--- src/rtl/muldiv_pkg.sv ---
package muldiv_pkg;
  localparam logic [5:0] FN_RD_HI  = 6'h10;
  localparam logic [5:0] FN_RD_LO  = 6'h12;
  localparam logic [5:0] FN_MUL_S  = 6'h18;
  localparam logic [5:0] FN_MUL_U  = 6'h19;
  localparam logic [5:0] FN_DIV_S  = 6'h1A;
  localparam logic [5:0] FN_DIV_U  = 6'h1B;

  typedef enum logic [1:0] {ST_IDLE, ST_SETUP, ST_RUN} eng_state_t;
  typedef enum logic [1:0] {K_MUL_S, K_MUL_U, K_DIV_S, K_DIV_U} op_kind_t;

  function automatic logic fn_starts(input logic [5:0] f);
    return (f == FN_MUL_S) || (f == FN_MUL_U) || (f == FN_DIV_S) || (f == FN_DIV_U);
  endfunction

  function automatic logic fn_reads(input logic [5:0] f);
    return (f == FN_RD_HI) || (f == FN_RD_LO);
  endfunction

  function automatic op_kind_t fn_kind(input logic [5:0] f);
    case (f)
      FN_MUL_U: return K_MUL_U;
      FN_DIV_S: return K_DIV_S;
      FN_DIV_U: return K_DIV_U;
      default:  return K_MUL_S;
    endcase
  endfunction
endpackage

--- src/rtl/muldiv_engine.sv ---
module muldiv_engine
  import muldiv_pkg::*;
#(
  parameter int W = 32
) (
  input  logic         clk,
  input  logic         rst_n,
  input  logic         go,
  input  op_kind_t     kind,
  input  logic [W-1:0] opa,
  input  logic [W-1:0] opb,
  output logic         busy,
  output logic         done,
  output logic [W-1:0] res_hi,
  output logic [W-1:0] res_lo
);
  localparam int CW = $clog2(W);
  localparam logic [CW-1:0] LAST = CW'(W - 1);

  // One shift-add multiply step on {partial product, remaining multiplier}.
  function automatic logic [2*W-1:0] mul_step(input logic [2*W-1:0] p, input logic [W-1:0] m);
    logic [W:0] sum;
    sum = {1'b0, p[2*W-1:W]} + (p[0] ? {1'b0, m} : {(W+1){1'b0}});
    return {sum, p[W-1:1]};
  endfunction

  // One restoring shift-subtract divide step on {remainder, quotient}.
  function automatic logic [2*W-1:0] div_step(input logic [2*W-1:0] p, input logic [W-1:0] d);
    logic [2*W-1:0] s;
    logic [W:0]     t;
    s = {p[2*W-2:0], 1'b0};
    t = {p[2*W-1], s[2*W-1:W]} - {1'b0, d};
    if (!t[W]) s = {t[W-1:0], s[W-1:1], 1'b1};
    return s;
  endfunction

  function automatic logic [W-1:0] magnitude(input logic [W-1:0] x, input logic sgn);
    return (sgn && x[W-1]) ? (~x + 1'b1) : x;
  endfunction

  eng_state_t     st;
  logic [CW-1:0]  cnt;
  op_kind_t       kind_q;
  logic [W-1:0]   a_q, b_q, dvs;
  logic [2*W-1:0] acc, acc_nx, prod_fix;
  logic           neg_hi, neg_lo;
  logic           is_mul, is_sgn;

  assign is_mul = (kind_q == K_MUL_S) || (kind_q == K_MUL_U);
  assign is_sgn = (kind_q == K_MUL_S) || (kind_q == K_DIV_S);
  assign acc_nx = is_mul ? mul_step(acc, dvs) : div_step(acc, dvs);

  always_ff @(posedge clk) begin
    if (!rst_n) begin
      st     <= ST_IDLE;
      cnt    <= '0;
      kind_q <= K_MUL_S;
      a_q    <= '0;
      b_q    <= '0;
      dvs    <= '0;
      acc    <= '0;
      neg_hi <= 1'b0;
      neg_lo <= 1'b0;
    end else if (go) begin
      st     <= ST_SETUP;
      cnt    <= '0;
      kind_q <= kind;
      a_q    <= opa;
      b_q    <= opb;
    end else begin
      case (st)
        ST_SETUP: begin
          acc    <= {{W{1'b0}}, magnitude(a_q, is_sgn)};
          dvs    <= magnitude(b_q, is_sgn);
          neg_lo <= is_sgn && (a_q[W-1] ^ b_q[W-1]);
          neg_hi <= is_sgn && (is_mul ? (a_q[W-1] ^ b_q[W-1]) : a_q[W-1]);
          cnt    <= '0;
          st     <= ST_RUN;
        end
        ST_RUN: begin
          acc <= acc_nx;
          cnt <= cnt + 1'b1;
          if (cnt == LAST) st <= ST_IDLE;
        end
        default: st <= ST_IDLE;
      endcase
    end
  end

  assign busy     = (st != ST_IDLE);
  assign done     = (st == ST_RUN) && (cnt == LAST) && !go;
  assign prod_fix = neg_lo ? (~acc_nx + 1'b1) : acc_nx;

  always_comb begin
    if (is_mul) begin
      res_hi = prod_fix[2*W-1:W];
      res_lo = prod_fix[W-1:0];
    end else begin
      res_lo = neg_lo ? (~acc_nx[W-1:0] + 1'b1) : acc_nx[W-1:0];
      res_hi = neg_hi ? (~acc_nx[2*W-1:W] + 1'b1) : acc_nx[2*W-1:W];
    end
  end
endmodule

--- src/rtl/muldiv_hazard.sv ---
module muldiv_hazard #(
  parameter int WIN = 2
) (
  input  logic clk,
  input  logic rst_n,
  input  logic accept,
  input  logic is_read,
  input  logic is_start,
  output logic hazard
);
  localparam int HW = $clog2(WIN + 1);
  localparam logic [HW-1:0] FULL = HW'(WIN);

  logic [HW-1:0] left;

  always_ff @(posedge clk) begin
    if (!rst_n)                        left <= '0;
    else if (accept && is_read)        left <= FULL;
    else if (accept && left != '0)     left <= left - 1'b1;
  end

  assign hazard = is_start && (left != '0);
endmodule

--- src/rtl/muldiv_hilo.sv ---
module muldiv_hilo
  import muldiv_pkg::*;
#(
  parameter int W       = 32,
  parameter int HAZ_WIN = 2
) (
  input  logic         clk,
  input  logic         rst_n,
  input  logic         issue_vld,
  input  logic [5:0]   issue_funct,
  input  logic [W-1:0] src_a,
  input  logic [W-1:0] src_b,
  output logic         busy,
  output logic         stall,
  output logic         rd_vld,
  output logic [W-1:0] rd_data,
  output logic         hazard
);
  logic         start_acc, read_req, accept, eng_done;
  logic [W-1:0] hi_q, lo_q, res_hi, res_lo;

  assign start_acc = issue_vld && fn_starts(issue_funct);
  assign read_req  = issue_vld && fn_reads(issue_funct);
  assign stall     = read_req && busy;
  assign accept    = issue_vld && !stall;
  assign rd_vld    = read_req && !busy;
  assign rd_data   = !rd_vld ? '0 : ((issue_funct == FN_RD_HI) ? hi_q : lo_q);

  muldiv_engine #(.W(W)) u_eng (
    .clk    (clk),
    .rst_n  (rst_n),
    .go     (start_acc),
    .kind   (fn_kind(issue_funct)),
    .opa    (src_a),
    .opb    (src_b),
    .busy   (busy),
    .done   (eng_done),
    .res_hi (res_hi),
    .res_lo (res_lo)
  );

  muldiv_hazard #(.WIN(HAZ_WIN)) u_haz (
    .clk      (clk),
    .rst_n    (rst_n),
    .accept   (accept),
    .is_read  (read_req),
    .is_start (start_acc),
    .hazard   (hazard)
  );

  always_ff @(posedge clk) begin
    if (!rst_n) begin
      hi_q <= '0;
      lo_q <= '0;
    end else if (eng_done) begin
      hi_q <= res_hi;
      lo_q <= res_lo;
    end
  end
endmodule

--- config.mk ---
export PLATFORM = sky130hd
export DESIGN_NAME = muldiv_hilo
export DESIGN_NICKNAME = d
export VERILOG_FILES = /design/src/rtl/muldiv_pkg.sv /design/src/rtl/muldiv_engine.sv /design/src/rtl/muldiv_hazard.sv /design/src/rtl/muldiv_hilo.sv
export SDC_FILE = /design/constraint.sdc
export NUM_CORES = 1
export LEC_CHECK = 0
export ABC_AREA = 1
export BUFFER_PORTS_ARGS = -buffer_cell sky130_fd_sc_hd__buf_2
export CAP_MARGIN = 20
export CORE_MARGIN = 2
export CORE_UTILIZATION = 45
export DETAILED_ROUTE_END_ITERATION = 10
export GPL_TIMING_DRIVEN = 0
export HOLD_SLACK_MARGIN = 0.03
export PLACE_DENSITY = 0.72
export REMOVE_ABC_BUFFERS = 1
export SYNTH_ARGS = -nofsm -noshare
export SYNTH_HDL_FRONTEND = slang
export SYNTH_SLANG_ARGS = --single-unit
--- constraint.sdc ---
create_clock -name clk -period 5.1 [get_ports clk]
set_clock_uncertainty 0.2 [all_clocks]
set_input_delay 1.02 -clock clk [delete_from_list [all_inputs] [get_ports clk]]
set_output_delay 1.02 -clock clk [all_outputs]
set_load 0.01 [all_outputs]
# Word level (Yosys, flattened, before mapping)
# Index checks and enable logic that the tools add are counted.
[word_totals]
mem_count = 0
wordCells = 97
latch_bits = 0
rom_bits = 0
ram_bits = 0
reg_bits = 237
output_inout_bits = 36
[classes]
div = 0
n_addsub = 9
bitwise = 8
n_mul = 0
n_eq_ne = 13
reduce_logical = 32
shifts = 0
muxes = 21
order_cmp = 0
[op_table]
columns = ["op", "n"]
rows = [
  ["32-bit two-way mux", 9],
  ["64-bit two-way mux", 3],
  ["32-bit by 1-bit adder with 32-bit output, second input constant", 4],
  ["32-bit inverter", 4],
  ["64-bit case mux with 2 select lines", 1],
  ["64-bit by 1-bit adder with 64-bit output, second input constant", 1],
  ["64-bit inverter", 1],
  ["6-bit by 5-bit == test with 1-bit output, second input constant", 6],
  ["32-bit by 33-bit adder with 33-bit output", 1],
  ["33-bit by 32-bit subtractor with 33-bit output", 1],
  ["1-bit logical AND", 14],
  ["5-bit case mux with 2 select lines", 1],
  ["2-bit nonzero test", 4],
  ["1-bit logical OR", 6],
  ["2-bit two-way mux", 3],
  ["2-bit case mux with 3 select lines", 1],
  ["5-bit by 1-bit adder with 5-bit output, second input constant", 1],
  ["5-bit == test, second input constant", 1],
  ["2-bit by 1-bit == test with 1-bit output, second input constant", 2],
  ["2-bit == test, second input constant", 2],
  ["2-bit case mux with 2 select lines", 1],
  ["2-bit AND reduction", 2],
  ["2-bit OR reduction", 2],
  ["1-bit logical NOT", 3],
  ["7 further kinds", 9],
]

# Logic depth before layout (Yosys ltp)
[depth]
word_depth = 9
depth_mapped = 33

# Cells and area by module
# Synthesis repeated with hierarchy kept, for this count alone.
[unflattened]
hier_cells = 3352
hier_area_um2 = 19382.3
[by_module_without_submodules]
columns = ["mod", "area_per_inst_um2", "instances", "cells_per_inst"]
rows = [
  ["muldiv_engine", 16316.9, 1, 2896],
  ["muldiv_hilo", 2942.8, 1, 437],
  ["muldiv_hazard", 122.6, 1, 19],
]

# Worst setup path after synthesis
# OpenSTA, ideal clock, no wires.
[synth_timing]
kind = "flip-flop to flip-flop"
start = "reg u_eng.acc[31]"
end = "reg hi_q[26]"
synth_period_minus_slack_ns = 3.860
path_buffers = 0
stages_incl_launch_ff = 32
slack_ns = 1.240
arrival_ns = 3.543
required_ns = 4.783
setup_ns = 0.117
cell_sequence = "dfxtp_1 inv_1 ha_1 inv_1 fa_1 nand3_1 nand3_2 nand2_2 nand2_4 nand2_4 nand2_4 nand2_4 nand3_2 nand3_2 nand2_2 inv_2 ha_1 nand4_2 nor2_4 nand2_2 nor2_2 nand3_2 nor2_4 nand3_1 nand2_1 nand2_1 a21oi_4 nand3_1 nand3_1 nand2_1 nor2_1 nor2_1"
[synth_via]
elab_chain_len = 7
[synth_lines]
columns = ["element", "line_no", "source"]
rows = [
  ["start, declared", "muldiv_engine.sv:45", "logic [2*W-1:0] acc, acc_nx, prod_fix;"],
  ["start signal, assigned", "muldiv_engine.sv:73", "acc <= {{W{1'b0}}, magnitude(a_q, is_sgn)};"],
  ["start signal, assigned", "muldiv_engine.sv:81", "acc <= acc_nx;"],
  ["33-bit by 32-bit subtractor with 33-bit output", "muldiv_engine.sv:32", "t = {p[2*W-1], s[2*W-1:W]} - {1'b0, d};"],
  ["64-bit two-way mux", "muldiv_engine.sv:33", "if (!t[W]) s = {t[W-1:0], s[W-1:1], 1'b1};"],
  ["64-bit two-way mux (*)", "muldiv_engine.sv:51", "assign acc_nx = is_mul ? mul_step(acc, dvs) : div_step(acc, dvs);"],
  ["64-bit inverter or 32-bit inverter (tied branches)", "muldiv_engine.sv:92, muldiv_engine.sv:100", ""],
  ["64-bit by 1-bit adder with 64-bit output or 32-bit by 1-bit adder with 32-bit output (tied branches)", "muldiv_engine.sv:92, muldiv_engine.sv:100", ""],
  ["64-bit two-way mux or 32-bit two-way mux (tied branches)", "muldiv_engine.sv:92, muldiv_engine.sv:100", ""],
  ["32-bit two-way mux (*)", "muldiv_engine.sv:95", "if (is_mul) begin"],
  ["end signal, assigned", "muldiv_hilo.sv:56", "hi_q <= res_hi;"],
  ["end, declared", "muldiv_hilo.sv:20", "logic [W-1:0] hi_q, lo_q, res_hi, res_lo;"],
]
# Every way passes the cells marked *; elsewhere a longest branch is shown, timed or not.
# A chain may end at the register's enable or synchronous reset.

# Worst setup path after layout
[layout_timing]
start = "reg u_eng.acc[31]"
end = "reg hi_q[16]"
# The elaborated chain is that of the path after synthesis.

==> results.md <==
- Status: completed
- Worst Hold Path EP: u_haz.left[0]
- Die H: 211 µm
- Yosys top cell area share: 24.6%
- Setup TNS Final: 0 ps
- Tot Pwr: 4790 µW
- Async S/R FF share, synth: 0%
- Leakage: 0.0106 µW
- Crit end category: flop
- Fill cells: 4530
- Die W: 211 µm
- First-pass GRT wire length: 98200 µm
- GRT overflow: 0
- R2r endpoint: hi_q[16]
- Largest stage delay, worst path: 420 ps
- Critical path type: flop to flop
- Crit path arrival time: 5130 ps
- FF-to-FF Start: u_eng.acc[31]
- Clock buffer depth: 3
- Critical path's slowest cell: fa_2
- Yosys cell types: 54
- Initial Utilization: 45.8%
- Via-to-Cell Ratio: 5.37
- Setup violators final: 0
- Cell taking the most area after synthesis: dfxtp_1
- Commonest non-fill, non-tap cell in the layout: nand2_1
- Hold depth: 1
- Main area contributors after synthesis: dfxtp_1 25%, nand2_1 17%, inv_1 8.4%, a21oi_1 7.6%, nor2_1 7.4%
- Slew @ Worst Pin: 1110 ps
- Worst VDD drop: 0.000277 V
- Max-cap violations: 0
- RSZ-0062 raised after global routing: yes
- Finished Core Util: 50.7%
- Post-route insts no fill: 3868
- Layout cells sized above 1: 9.01%
- # clock sinks: 237
- Ys Warns: 0
- CTS clk-pin slew, worst paths: 60 ps
- Mapped cell area: 19200 µm²
- Area grow syn2layout: 10.8%
- Final WL: 61600 µm
- Fin. Hold Viols: 0
- 1st-iter DRT viols: 1946
- Hold_buf cts: 0
- Final #Nets: 3458
- Tmin final: 4840 ps
- EDFF count, synth: 0
- RePlAce Congestion: 0.974
- Seq/Total Area, Yosys: 24.6%
- Final worst-path cycle share: 94.8%
- Skew-Pair Late Insertion Delay: 600 ps
- ANT cells: 0
- Top_reg_cell synth: dfxtp_1
- Root buffer cell: clkbuf_16
- Max Clock Freq: 207 MHz
- Max FO, Critical Path: 6
- CP Launch Type: flop
- Port-buffer cells: 108
- Placement Cell Area: 20200 µm²
- Most numerous cell on the critical path: nand2_4
- Hold Path Class: flop to flop
- Pwr dens: 225 nW/µm²
- DR vias: 20788
- Max Slew Vio Count: 0
- CP required: 5390 ps
- Leading cell types in the layout, fill and taps excluded: 896 x nand2_1, 430 x inv_1, 378 x nor2_1
- DPL Wire Length: 47100 µm
- Vias in the first global route: 18269
- Largest net degree at the start of global routing: 103
- Avg Cell Area, Syn: 5.87 µm²
- # IOs: 109
- Slew margin rel.: 26.1%
- Wire per inst: 15.9 µm
- Finished Cell Area: 21300 µm²
- Syn Inst Count: 3280
- DR pass1 iterations: 6
- Post-DRT Antenna Nets: 0
- # DRC: 0
- Post-CTS Setup Bufs: 0
- R2R setup slack: 260 ps
- Tot GR Track Use: 27.4%
- Worst-case reg-to-reg path depth: 30
- # rows: 75
- Core Box Area: 42000 µm²
- TritonCTS clock tree: done
- Post-synthesis register bit count: 237
- TritonCTS Buffers: 30
- Die ar.: 44400 µm²
- Placed Cells incl. Taps: 3815
- Min-Delay Startpoint: u_haz.left[0]
- Initial antenna violation count: 0
- H-tree depth: 1
-- state kept, by name (all words and copies together) (netlist names), 5 cells and up --
name,cells
hi_q,32
u_eng.acc,64
u_eng.dvs,32
u_eng.a_q,32
u_eng.b_q,32
lo_q,32
u_eng.cnt,5
-- logic make-up (layout without fill, tap and decap cells) --
group	count (synthesis)	in the layout	share of synthesized area, %
flops	237	237	24.6
buf+inv	585	634	11.8
fa+ha+maj	76	76	5.02
compound gates	678	678	19.2
xor+xnor	71	71	3.23
simple gates	1632	1632	36.0
mux	1	1	0.0520
-- per-layer routing --
metal  vias to the layer above  global-route usage, %  wire length [µm]
li1                      10608                      -                 -
met1                      9333                   40.2             29200
met2                       747                   41.6             26000
met3                       100                   3.81              4670
met4                         0                   7.63              1740
met5                         -                      0                 0
-- per-stage QoR --
step / setup WS, ps / hold slack (ps)
finish: 263 / 259
global route: -36.4 / 288
CTS: 38.4 / 260
detailed placement: -490 / 251
global placement: -11700 / 248
floorplan: -5160 / 229
-- cell type report --
type                            count  area [µm²]  share of cell area [%]
Clock inverter                     13         223                    1.04
Inverter                          453        1710                    8.00
Tap cell                          539         674                    3.16
Multi-Input combinational cell   2458       12300                    57.6
Clock buffer                       39         825                    3.87
Sequential cell                   237        4750                    22.3
Timing Repair Buffer              129         862                    4.04
-- power by group --
part	total [µW]	internal, µW	switching, µW
logic	634	195	440
registers	1890	1870	19.9
clock network	2260	1390	877
total	4790	3450	1340
-- critical path: cells and delay by family, from the launching register on --
family,cells,cell delay [ps]
AND/OR/NAND/NOR,20,2510
flip-flops,1,310
buffers and inverters,4,330
adder cells (fa/ha/maj),3,790
AO/OA/AOI/OAI,3,580
-- synth_stat cells (5+ instances only) --
master	count
a31oi_1	10
inv_1	431
or2_2	6
nor2_2	23
o211ai_1	14
dfxtp_1	237
inv_2	15
o31ai_1	5
nand2_2	21
o21bai_1	6
a21oi_1	292
clkbuf_1	108
o21ai_0	277
nor2_4	5
xnor2_1	21
o221ai_1	33
buf_2	6
nor4_1	7
o21ai_2	5
nand4_1	17
nand3_2	12
buf_6	7
nor3_1	35
nand2_4	9
xor2_1	50
ha_1	74
nand3b_1	27
nand2_1	896
a21o_1	6
nor3_2	5
buf_1	6
nand3_1	171
nor2_1	382
o21ai_1	13
buf_4	5
clkinv_1	7
-- how the worst max path moves through the flow --
stage	start	endpoint	slack, ps	cells past startpoint
floorplan	u_eng.st[0]	lo_q[29]	-5160	9
global placement	u_eng.st[0]	lo_q[29]	-11700	9
detailed placement	issue_funct[5]	u_eng.dvs[25]	-490	10
CTS	u_eng.acc[31]	hi_q[20]	40	31
global route	u_eng.acc[31]	hi_q[20]	-40	31
finish	u_eng.acc[31]	hi_q[16]	260	30
-- timing repair --
action,4_1_cts,5_1_grt
endpoints found under the hold margin,0,0
endpoints found under the setup margin,1,13
cloned,0,0
resized for setup,1,5
pin swaps,0,1
Power figures use the tool's default switching activity.
